[src/rtl/dit_pkg.sv]
// Package: shared register addresses, control bit positions and
// tick-source codes for the dual interval timer.
package dit_pkg;
    localparam int BYTE_W = 8;
    localparam int CNT_W  = 2 * BYTE_W;
    localparam int ADDR_W = 4;

    localparam logic [ADDR_W-1:0] ADR_A_LO = 4'h4;
    localparam logic [ADDR_W-1:0] ADR_A_HI = 4'h5;
    localparam logic [ADDR_W-1:0] ADR_B_LO = 4'h6;
    localparam logic [ADDR_W-1:0] ADR_B_HI = 4'h7;
    localparam logic [ADDR_W-1:0] ADR_A_CT = 4'hE;
    localparam logic [ADDR_W-1:0] ADR_B_CT = 4'hF;

    localparam int CT_RUN   = 0;
    localparam int CT_SHOT  = 3;
    localparam int CT_FORCE = 4;
    localparam int CT_SRC0  = 5;
    localparam int CT_SRC1  = 6;

    typedef enum logic [1:0] {
        SRC_CLOCK  = 2'b00,
        SRC_EDGE   = 2'b01,
        SRC_CASC   = 2'b10,
        SRC_CASC_G = 2'b11
    } tick_src_e;
endpackage

[src/rtl/cnt_sync.sv]
// Module: cnt_sync
// Brings the asynchronous count input into the clock domain through a
// STAGES-deep flop chain, and flags a rising edge of the synchronised
// level with one extra flop. Assumes STAGES >= 2.
module cnt_sync #(
    parameter int STAGES = 2
) (
    input  logic clk,
    input  logic rst_n,
    input  logic async_in,
    output logic level,
    output logic rise
);
    logic [STAGES:0] chain_q;

    // Shift the input through the synchroniser plus one edge-detect stage.
    always_ff @(posedge clk) begin
        if (!rst_n) chain_q <= '0;
        else        chain_q <= {chain_q[STAGES-1:0], async_in};
    end

    assign level = chain_q[STAGES-1];
    assign rise  = chain_q[STAGES-1] & ~chain_q[STAGES];
endmodule

[src/rtl/interval_timer.sv]
// Module: interval_timer
// One 16-bit down-counter with its reload latch and control register.
// CHAIN selects the variant: 0 gives a two-way tick source (clock or
// count edge); 1 adds the two cascade sources, fed by the neighbouring
// timer's underflow. Assumes at most one bus write per cycle.
module interval_timer
    import dit_pkg::*;
#(
    parameter bit CHAIN = 1'b0
) (
    input  logic              clk,
    input  logic              rst_n,
    input  logic              ctl_wr,
    input  logic              lo_wr,
    input  logic              hi_wr,
    input  logic [BYTE_W-1:0] wdata,
    input  logic              ev_rise,
    input  logic              ev_level,
    input  logic              casc_uf,
    output logic [CNT_W-1:0]  count,
    output logic [BYTE_W-1:0] ctl,
    output logic              uf,
    output logic              irq
);
    logic [CNT_W-1:0]  count_q, latch_q, load_val;
    logic [BYTE_W-1:0] ctl_q;
    logic              tick_src, tick, load_now, irq_q;

    // Pick the tick source for this timer variant.
    generate
        if (CHAIN) begin : g_chain
            always_comb begin
                unique case (tick_src_e'(ctl_q[CT_SRC1:CT_SRC0]))
                    SRC_CLOCK:  tick_src = 1'b1;
                    SRC_EDGE:   tick_src = ev_rise;
                    SRC_CASC:   tick_src = casc_uf;
                    SRC_CASC_G: tick_src = casc_uf & ev_level;
                endcase
            end
        end else begin : g_plain
            logic unused_chain_in;
            assign unused_chain_in = casc_uf | ev_level;
            assign tick_src = ctl_q[CT_SRC0] ? ev_rise : 1'b1;
        end
    endgenerate

    // Decide whether a bus write reloads the counter this cycle.
    always_comb begin
        tick     = ctl_q[CT_RUN] & tick_src;
        load_now = (ctl_wr && (wdata[CT_FORCE] || !wdata[CT_RUN]))
                || (hi_wr && !ctl_q[CT_RUN]);
        load_val = hi_wr ? {wdata, latch_q[BYTE_W-1:0]} : latch_q;
        uf       = tick && (count_q == '0) && !load_now;
    end

    // Latch bytes take bus writes.
    always_ff @(posedge clk) begin
        if (!rst_n) latch_q <= '1;
        else if (lo_wr) latch_q[BYTE_W-1:0] <= wdata;
        else if (hi_wr) latch_q[CNT_W-1:BYTE_W] <= wdata;
    end

    // Counter: a bus reload wins over a tick; a tick at zero reloads.
    always_ff @(posedge clk) begin
        if (!rst_n)        count_q <= '1;
        else if (load_now) count_q <= load_val;
        else if (tick)     count_q <= (count_q == '0) ? latch_q : count_q - 1'b1;
    end

    // Control register: the force bit is never stored; one-shot stops the timer.
    always_ff @(posedge clk) begin
        if (!rst_n)                  ctl_q <= '0;
        else if (ctl_wr)             ctl_q <= wdata & ~(BYTE_W'(1) << CT_FORCE);
        else if (uf && ctl_q[CT_SHOT]) ctl_q[CT_RUN] <= 1'b0;
    end

    // Interrupt pulse, registered one cycle after the underflow.
    always_ff @(posedge clk) begin
        if (!rst_n) irq_q <= 1'b0;
        else        irq_q <= uf;
    end

    assign count = count_q;
    assign ctl   = ctl_q;
    assign irq   = irq_q;

    a_r6_reload_on_uf: assert property (@(posedge clk) disable iff (!rst_n)
        uf |=> (count_q == $past(latch_q)));
    a_r6_decrement: assert property (@(posedge clk) disable iff (!rst_n)
        (tick && !load_now && count_q != '0) |=> (count_q == $past(count_q) - 1'b1));
    a_r4_oneshot_stop: assert property (@(posedge clk) disable iff (!rst_n)
        (uf && ctl_q[CT_SHOT] && !ctl_wr) |=> !ctl_q[CT_RUN]);
    a_r7_stop_reload: assert property (@(posedge clk) disable iff (!rst_n)
        (ctl_wr && !wdata[CT_RUN]) |=> (count_q == $past(latch_q)));
    a_r3_hi_load_stopped: assert property (@(posedge clk) disable iff (!rst_n)
        (hi_wr && !ctl_q[CT_RUN]) |=> (count_q == {$past(wdata), $past(latch_q[BYTE_W-1:0])}));
    a_r6_irq_after_uf: assert property (@(posedge clk) disable iff (!rst_n)
        uf |=> irq_q);
endmodule

[src/rtl/dual_interval_timer.sv]
// Module: dual_interval_timer (top)
// Two interval timers behind a byte register bus. Timer B can count
// timer A underflows in the same cycle. Reads are combinational from
// the live counters and control registers. Assumes rst_n is synchronous.
module dual_interval_timer
    import dit_pkg::*;
(
    input  logic              clk,
    input  logic              rst_n,
    input  logic              bus_wr,
    input  logic [ADDR_W-1:0] bus_addr,
    input  logic [BYTE_W-1:0] bus_wdata,
    output logic [BYTE_W-1:0] bus_rdata,
    input  logic              cnt_in,
    output logic              irq_a,
    output logic              irq_b
);
    logic              ev_level, ev_rise;
    logic              uf_a, b_uf_unused;
    logic [CNT_W-1:0]  cnt_a, cnt_b;
    logic [BYTE_W-1:0] ctl_a, ctl_b;

    cnt_sync #(.STAGES(2)) u_sync (
        .clk(clk), .rst_n(rst_n), .async_in(cnt_in),
        .level(ev_level), .rise(ev_rise)
    );

    interval_timer #(.CHAIN(1'b0)) u_tmr_a (
        .clk(clk), .rst_n(rst_n),
        .ctl_wr(bus_wr && bus_addr == ADR_A_CT),
        .lo_wr (bus_wr && bus_addr == ADR_A_LO),
        .hi_wr (bus_wr && bus_addr == ADR_A_HI),
        .wdata(bus_wdata), .ev_rise(ev_rise), .ev_level(ev_level),
        .casc_uf(1'b0), .count(cnt_a), .ctl(ctl_a), .uf(uf_a), .irq(irq_a)
    );

    interval_timer #(.CHAIN(1'b1)) u_tmr_b (
        .clk(clk), .rst_n(rst_n),
        .ctl_wr(bus_wr && bus_addr == ADR_B_CT),
        .lo_wr (bus_wr && bus_addr == ADR_B_LO),
        .hi_wr (bus_wr && bus_addr == ADR_B_HI),
        .wdata(bus_wdata), .ev_rise(ev_rise), .ev_level(ev_level),
        .casc_uf(uf_a), .count(cnt_b), .ctl(ctl_b), .uf(b_uf_unused), .irq(irq_b)
    );

    // Read mux over the live counter bytes and control registers.
    always_comb begin
        unique case (bus_addr)
            ADR_A_LO: bus_rdata = cnt_a[BYTE_W-1:0];
            ADR_A_HI: bus_rdata = cnt_a[CNT_W-1:BYTE_W];
            ADR_B_LO: bus_rdata = cnt_b[BYTE_W-1:0];
            ADR_B_HI: bus_rdata = cnt_b[CNT_W-1:BYTE_W];
            ADR_A_CT: bus_rdata = ctl_a;
            ADR_B_CT: bus_rdata = ctl_b;
            default:  bus_rdata = '0;
        endcase
    end

    a_r11_chain_same_edge: assert property (@(posedge clk) disable iff (!rst_n)
        (uf_a && ctl_b[CT_RUN] && ctl_b[CT_SRC1:CT_SRC0] == 2'b10 && cnt_b != '0
         && !(bus_wr && (bus_addr == ADR_B_CT || bus_addr == ADR_B_HI)))
        |=> (cnt_b == $past(cnt_b) - 1'b1));
    a_r5_force_reads_zero: assert property (@(posedge clk) disable iff (!rst_n)
        (bus_wr && bus_addr == ADR_A_CT) |=> !ctl_a[CT_FORCE]);
endmodule

[config.mk]
export PLATFORM = sky130hd
export DESIGN_NAME = dual_interval_timer
export DESIGN_NICKNAME = d
export VERILOG_FILES = /design/src/rtl/dit_pkg.sv /design/src/rtl/cnt_sync.sv /design/src/rtl/interval_timer.sv /design/src/rtl/dual_interval_timer.sv
export SDC_FILE = /design/constraint.sdc
export NUM_CORES = 1
export LEC_CHECK = 0
export ABC_AREA = 1
export BUFFER_PORTS_ARGS = -buffer_cell sky130_fd_sc_hd__buf_4
export CORE_MARGIN = 10
export CORE_UTILIZATION = 28
export DETAILED_ROUTE_END_ITERATION = 10
export PLACE_DENSITY = 0.54
export RECOVER_POWER = 100
export SLEW_MARGIN = 15
export SYNTH_ARGS = -nofsm -noshare
export SYNTH_HDL_FRONTEND = slang
export SYNTH_SLANG_ARGS = --single-unit
[constraint.sdc]
create_clock -name clk -period 4.86 [get_ports clk]
set_input_delay 1.215 -clock clk [delete_from_list [all_inputs] [get_ports clk]]
set_output_delay 1.215 -clock clk [all_outputs]
set_load 0.02 [all_outputs]
==> reports/results.ini, run 1 <==
[layout]
final_nets = 697
layout_commonest_cell = nand2_1
layout_common_cells = nand2_1, inv_1, dfxtp_1
drive_above_1_share = 0.0878
diodes = 0
area_delta_synth_final_pct = 12.4
final_area_um2 = 5100
n_fill_cell = 1838

[floorplan]
placementRows = 46
die_w_um = 147
initial_core_util = 0.286
dieHeight_um = 147
top_level_ports = 26
die-area_um2 = 21700
core_um2 = 15900

[setup_path]
crit_path_end_kind = flop
cp_top_family = simple AND/OR/NAND/NOR gates
cp_slowest_cell = nand2_1
worst-path-buf-inv = 2
slowest_delay_ns = 0.57
path_max_fanout = 18
path_common_cell = nand2_1
path_cells = clkbuf_4, inv_1, nand2_1, nor2_1, nand3_1, nand2_1, nor2_1, nand2_1, nand2_2, nand2_1, nand2_1, nand2_1, nand3_1
cp-start-kind = input port
cp.required_ns = 4.98
cp_data_arrival_time_ns = 3.98
crit_type = in2reg

[synth]
synth.top_cell.area_share = 0.366
synth_top_cell_by_area = dfxtp_1
ys_types = 35
netlist_area_um2 = 4540
netlist_instances = 664
ys_seq_area_frac = 0.366
yosys_warnings = 0
synth_area_leaders = dfxtp_1, nand2_1, o21ai_0
ys_ff_latch = 83
avgSynthCellArea_um2 = 6.84
synthesis.nets = 683

[clocking]
cts_tree = done
cts-root-buf = clkbuf_16
cts_sinks = 83
hold_buffers = 0
path_clk_slew_ns = 0.06
insertion_delay_ns = 0.35
clk_path_buf_depth = 2
post_cts_buffers = 0
cts_buffers = 9
h-tree-depth = 3
ctsResizeCount = 0

[sta]
drv_slew = 56
max_freq_mhz = 259
fin_worst_skew_ns = 0.00892
rsz0062_at_grt = false
fin_crit_sh = 0.794
finalSetupViolCount = 0
hold_viol = 0
tightest_slew_ns = 2.52
max_slew_margin = -0.679
fin_crit_ns = 3.86
final.setup.tns_ns = 0

[power]
vdd_drop_max_mv = 0.273
p_leak_nw = 2.33
p_per_area_nw_per_um2 = 321

[global_route]
grt_pass1_wl_um = 22600
grtUsageTotal = 0.131
antenna_found_initial = 0
use_met1 = 0.186
grt_max_degree = 56
grt_overflow = 0
first_global_vias = 4000
grtUsageMet3 = 0.0341
busiest_layer = met1
use_met2 = 0.186

[run_status]
status = finished, violations left
failed_checks = max-capacitance violations, max-slew violations

[place]
portBuffers = 25
place.gp.congestion = 0.891
placed_area_um2 = 4860
dpl.hpwl_um = 10200

[run]
maxCapViolCount = 1

[route]
antenna_left = 0
viasPerCell = 4.82
drtIter0Drc = 343
wl_um = 14100
post_drt_wl_per_cell_um = 15.7
routed-via-count = 4331
first_pass_iters = 5
drc = 0

[hold_path]
hold_path.class = reg2reg

area by class of cell:
cell class | count | area [um2] | area share
multi-input combinational | 473 | 2360 | 0.463
timing repair buffer | 27 | 161 | 0.0316
tap | 216 | 270 | 0.0530
clock inverter | 6 | 90.1 | 0.0177
sequential | 83 | 1660 | 0.326
inverter | 84 | 329 | 0.0645
clock buffer | 10 | 229 | 0.0449
per-stage QoR:
step / total power [mW] / instances / utilization / worst slack (ns) / hold WS (ns)
after floorplan: 0.853 / 664 / - / 1.43 / 0.390
after global placement: 0.916 / 883 / 0.306 / 1.11 / 0.403
after detailed placement: 0.915 / 883 / 0.306 / 1.12 / 0.398
after CTS: 1.67 / 899 / 0.326 / 1.12 / 0.411
after global routing: 1.71 / 899 / 0.321 / 0.727 / 0.454
final: 1.64 / 899 / 0.321 / 1.00 / 0.409
state kept, by name, summed over array words and instances, names as in the netlist:
| register | count |
|---|---|
| u_sync.chain_q | 3 |
| u_tmr_a.count | 16 |
| u_tmr_a.ctl | 7 |
| u_tmr_a.irq | 1 |
| u_tmr_a.latch_q | 16 |
| u_tmr_b.count | 16 |
| u_tmr_b.ctl | 7 |
| u_tmr_b.irq | 1 |
| u_tmr_b.latch_q | 16 |
routing by layer:
metal	part of all wire	wire, um
met1	0.52	7290
met2	0.41	5830
met3	0.050	713
met4	0.021	301
met5	0	0
final timing paths:
path	from	end	slack, ns	depth (start not counted)
min	u_sync.chain_q[0]	u_sync.chain_q[1]	0.41	2
max reg2reg	u_tmr_a.count[0]	u_tmr_b.count[4]	1.94	12
max	bus_addr[3]	u_tmr_b.count[4]	1.0	13
min reg2reg	u_sync.chain_q[0]	u_sync.chain_q[1]	0.41	2
synth_stat cells:
cell type / instances
o21ai_1: 1
inv_1: 83
o22ai_1: 10
xnor2_1: 2
or2_1: 1
buf_2: 5
o21ai_0: 69
buf_1: 1
bufinv_8: 1
clkbuf_8: 2
a21oi_1: 34
nand4_1: 1
nor2_4: 1
a211oi_1: 1
nand2_1: 151
ha_1: 3
nand2_4: 3
nor3_1: 3
nand3_1: 60
nor2_2: 5
buf_4: 3
buf_12: 1
nor3b_2: 1
a31oi_1: 2
nor2_1: 52
or2_2: 19
o221ai_1: 6
buf_6: 2
o211ai_1: 21
o21ai_2: 1
o2111ai_1: 2
clkbuf_1: 10
xor2_1: 20
dfxtp_1: 83
nand2_2: 4
report_power, final:
group | switching, mW | total, mW | internal, mW | leakage, nW
sequential | 0.0233 | 0.728 | 0.705 | 0.676
clock | 0.293 | 0.744 | 0.451 | 0.153
combinational | 0.112 | 0.167 | 0.0546 | 1.50
cells by family after synthesis:
| kind of cell | share of synthesized area |
|---|---|
| adder cells (fa/ha/maj) | 0.00827 |
| flip-flops | 0.366 |
| AO/OA/AOI/OAI | 0.185 |
| XOR/XNOR | 0.0424 |
| buffers and inverters | 0.107 |
| AND/OR/NAND/NOR | 0.291 |
worst min-delay path, delay by kind of cell, from the launching register on:
kind	cells	cell delay, ns
flip-flops	1	0.30
buffers and inverters	1	0.04
AND/OR/NAND/NOR	1	0.04
(Power assumes the default switching activity.)
==> inputs of run 2 (changes only) <==
Settings changed: PLACE_DENSITY 0.54 to 0.55.
Clock period 4.86 ns to 3.3 ns, I/O delays scaled along.
==> reports/results.ini, run 2 (synthesis results as in run 1) <==
[power]
vdd_drop_max_mv = 0.273  ; -0.20%
p_per_area_nw_per_um2 = 465  ; +45%
p_leak_nw = 2.35  ; +0.73%

[clocking]
cts_sinks = 83  ; unchanged
cts_buffers = 9  ; unchanged
cts_tree = done
cts-root-buf = clkbuf_16
hold_buffers = 0  ; unchanged
path_clk_slew_ns = 0.05  ; about the same
post_cts_buffers = 0  ; unchanged
clk_path_buf_depth = 2  ; unchanged
h-tree-depth = 3  ; unchanged
ctsResizeCount = 0  ; unchanged
insertion_delay_ns = 0.35  ; about the same

[setup_path]
crit_path_end_kind = output port
cp.required_ns = 2.47  ; -2.51 ns
cp-start-kind = input port
crit_type = in2out
cp_data_arrival_time_ns = 2.15  ; -1.83 ns
crit_start = bus_addr[3]
r2r_start = u_tmr_a.count[0]
path_max_fanout = 7  ; -11

[layout]
diodes = 0  ; unchanged
drive_above_1_share = 0.0916  ; +0.00372
final_nets = 702  ; +0.72%
n_fill_cell = 1789  ; -2.7%
area_delta_synth_final_pct = 13.1
layout_common_cells = nand2_1, inv_1, dfxtp_1
layout_commonest_cell = nand2_1

[floorplan]
die-area_um2 = 21700  ; unchanged
placementRows = 46  ; unchanged
core_um2 = 15900  ; unchanged
die_w_um = 147  ; unchanged
dieHeight_um = 147  ; unchanged
initial_core_util = 0.286  ; unchanged
top_level_ports = 26  ; unchanged

[sta]
tightest_slew_ns = 1.22  ; -1.30 ns
final.setup.tns_ns = 0  ; unchanged
hold_viol = 0  ; unchanged
hold_ws_ns = 0.413  ; +0.00488 ns
fin_crit_sh = 0.902
max_slew_margin = 0.186  ; +0.865
fin_crit_ns = 2.98
drv_slew = 0  ; -100%
max_freq_mhz = 336
rsz0062_at_grt = false
fin_worst_skew_ns = 0.00884  ; -0.0000724 ns
finalSetupViolCount = 0  ; unchanged

[place]
place.gp.congestion = 0.979  ; +9.8%
portBuffers = 25  ; unchanged
dpl.hpwl_um = 9870  ; -3.3%

[route]
viasPerCell = 4.76  ; -1.2%
drtIter0Drc = 486  ; +42%
post_drt_wl_per_cell_um = 15.3  ; -2.5%
antenna_left = 0  ; unchanged
wl_um = 13900  ; -2.0%
drc = 0  ; unchanged
first_pass_iters = 7  ; +2
routed-via-count = 4302  ; -0.67%

[global_route]
grt_pass1_wl_um = 22500  ; -0.55%
antenna_found_initial = 0  ; unchanged
first_global_vias = 4124  ; +3.1%
grt_max_degree = 56  ; unchanged
grtUsageTotal = 0.129  ; -0.00241
grt_overflow = 0  ; unchanged

[run]
maxCapViolCount = 0  ; -1

[hold_path]
min_from = u_sync.chain_q[0]
hold_path.class = reg2reg

[run_status]
status = completed

[run 2: cell count changes in the layout (fill, tap and decap cells not counted), sizes merged]
| cell | change |
|---|---|
| buf | +4 |
| clkinvlp | -1 |
| clkinv | -3 |
| clkbuf | +5 |
[run 2: final cells by class]
cell class	instances	area (um2)	share of cell area
clock buffers	14	244	0.0475
clock inverters	2	60.1	0.0117
inverters	84	329	0.0640
multi-input cells	473	2380	0.463
flip-flops and latches	83	1660	0.323
well taps	216	270	0.0526
repair buffers	32	196	0.0382
[run 2: final timing paths]
check,endpoint,slack [ns],cells past startpoint
max reg2reg,u_tmr_a.count[4],1.07,11
max,bus_rdata[1],0.32,9
min reg2reg,u_sync.chain_q[1],0.41,2
min,u_sync.chain_q[1],0.41,2
[run 2: layer usage]
layer,track usage,vias up,part of all wire
li1,-,2207,-
met1,0.178,1968,0.50
met2,0.193,110,0.43
met3,0.0276,17,0.053
met4,0.0456,0,0.017
met5,0,-,0
[run 2: critical path, stage by stage]
cell and delay, ns:
clkbuf_4 0.11, inv_1 0.04, nand2_1 0.09, nor2_1 0.33, inv_1 0.21, o22ai_1 0.16, a21oi_1 0.06, nand2_1 0.08
clkbuf_1 0.24
[run 2: per-stage QoR]
stage / setup WS, ns / power [mW] / instance area [um2] / util / cells
floorplan: 0.647 / 1.26 / 4540 / - / 664
global placement: 0.447 / 1.35 / 4890 / 0.308 / 888
detailed placement: 0.433 / 1.35 / 4890 / 0.308 / 888
CTS: 0.432 / 2.42 / 5200 / 0.327 / 904
global route: 0.169 / 2.49 / 5140 / 0.323 / 904
finish: 0.324 / 2.39 / 5140 / 0.323 / 904
[run 2: power by group]
| part | internal [mW] | switching [mW] |
|---|---|---|
| clock network | 0.665 | 0.406 |
| registers | 1.04 | 0.0328 |
| logic | 0.0824 | 0.166 |
==> inputs of run 3 (changes only) <==
Settings changed: RECOVER_POWER 100 to not set.
==> reports/results.ini, run 3 (synthesis results as in run 1) <==
[layout]
ff_latch_area_um2 = 1660  ; unchanged
final_area_um2 = 5200  ; +1.1%
final_nets = 702  ; unchanged
multiInputGateArea_um2 = 2390  ; +0.63%
drive_above_1_share = 0.113  ; +0.0218
layout.cells.non_filler = 904  ; unchanged
layout_common_cells = nand2_1, inv_1, dfxtp_1
layout_commonest_cell = nand2_1
n_fill_cell = 1777  ; -0.67%
diodes = 0  ; unchanged
area_delta_synth_final_pct = 14.4

[floorplan]
top_level_ports = 26  ; unchanged
die_w_um = 147  ; unchanged
dieHeight_um = 147  ; unchanged
placementRows = 46  ; unchanged
core_um2 = 15900  ; unchanged
initial_core_util = 0.286  ; unchanged
die-area_um2 = 21700  ; unchanged

[place]
dpl.cell_count = 888  ; unchanged
portBuffers = 25  ; unchanged
dpl.hpwl_um = 9870  ; unchanged
place.gp.congestion = 0.979  ; unchanged
placed_area_um2 = 4890  ; unchanged

[clocking]
hold_buffers = 0  ; unchanged
post_cts_buffers = 0  ; unchanged
cts_tree = done
h-tree-depth = 3  ; unchanged
cts-root-buf = clkbuf_16
ctsResizeCount = 0  ; unchanged
path_clk_slew_ns = 0.05  ; about the same
cts_buffers = 9  ; unchanged
clk_path_buf_depth = 2  ; unchanged
insertion_delay_ns = 0.35  ; about the same
cts_sinks = 83  ; unchanged

[sta]
fin_crit_ns = 2.88  ; -0.0934 ns
finalSetupViolCount = 0  ; unchanged
tightest_slew_ns = 0.915  ; -0.306 ns
rsz0062_at_grt = false
hold_viol = 0  ; unchanged
drv_slew = 0  ; unchanged
final.setup.tns_ns = 0  ; unchanged
fin_crit_sh = 0.873  ; -0.0283
max_slew_margin = 0.389  ; +0.203
max_freq_mhz = 347  ; +3.2%
fin_worst_skew_ns = 0.00856  ; -0.000288 ns
hold_ws_ns = 0.413  ; +0.00000200 ns

[global_route]
grtUsageTotal = 0.129  ; unchanged
antenna_found_initial = 0  ; unchanged
grt_pass1_wl_um = 22500  ; unchanged
grt_max_degree = 56  ; unchanged
first_global_vias = 4124  ; unchanged
grt_overflow = 0  ; unchanged

[setup_path]
path_max_fanout = 7  ; unchanged
crit_type = in2out
crit_path_end_kind = output port
reg2regPathDepth = 11  ; unchanged
cp.required_ns = 2.47  ; about the same
cp_data_arrival_time_ns = 2.06  ; -0.09 ns
cp-start-kind = input port

[route]
post_drt_wl_per_cell_um = 15.3  ; about the same
antenna_left = 0  ; unchanged
routed-via-count = 4314  ; +0.28%
drtIter0Drc = 483  ; -0.62%
drc = 0  ; unchanged
wl_um = 13800  ; about the same
first_pass_iters = 5  ; -2
viasPerCell = 4.77  ; +0.28%

[power]
power.total_mw = 2.40  ; +0.43%
p_leak_nw = 2.40  ; +1.9%
p_per_area_nw_per_um2 = 462  ; -0.71%
vdd_drop_max_mv = 0.273  ; about the same

[run_status]
status = completed

[hold_path]
hold_path.class = reg2reg
min_path_cells = 2  ; unchanged

[run]
maxCapViolCount = 0  ; unchanged

run 3: cell count changes in the layout (fill, tap and decap cells not counted):
cell	before	now
buf_4	18	32
o21ai_0	70	69
nor2_1	53	52
clkbuf_1	16	5
nand2_4	2	3
nand2_1	154	151
clkbuf_4	2	0
o21ai_1	0	1
nor2_2	4	5
clkbuf_2	1	0
nand2_2	2	4
run 3: final timing paths:
check                    start                 to  slack (ns)
max                bus_addr[3]       bus_rdata[0]        0.42
min          u_sync.chain_q[0]  u_sync.chain_q[1]        0.41
max reg2reg   u_tmr_a.count[0]   u_tmr_a.count[4]        1.09
min reg2reg  u_sync.chain_q[0]  u_sync.chain_q[1]        0.41
run 3: area by class of cell:
| cell class | count | share of cell area |
|---|---|---|
| inverter | 84 | 0.0633 |
| multi-input combinational | 473 | 0.460 |
| clock inverter | 2 | 0.0116 |
| sequential | 83 | 0.320 |
| tap | 216 | 0.0520 |
| timing repair buffer | 32 | 0.0462 |
| clock buffer | 14 | 0.0469 |
run 3: stage by stage:
stage               utilization  worst slack, ns
floorplan                     -            0.647
global placement          0.308            0.447
detailed placement        0.308            0.433
CTS                       0.327            0.432
global route              0.327            0.280
finish                    0.327            0.418
run 3: worst max-delay path, stage by stage:
cell      delay, ns
buf_4          0.11
inv_1          0.04
nand2_1        0.09
nor2_1         0.32
inv_1          0.21
o221ai_1       0.26
buf_4          0.20
run 3: report_power, final:
part / switching (mW) / total [mW] / internal [mW] / leakage (nW)
clock: 0.407 / 1.07 / 0.665 / 0.145
sequential: 0.0328 / 1.07 / 1.04 / 0.676
combinational: 0.166 / 0.257 / 0.0911 / 1.57
run 3: routing by layer:
metal	GRT usage	vias up	share of wire
met2	0.193	112	0.43
li1	-	2205	-
met1	0.178	1980	0.51
met5	0	-	0
met4	0.0456	0	0.017
met3	0.0276	17	0.045
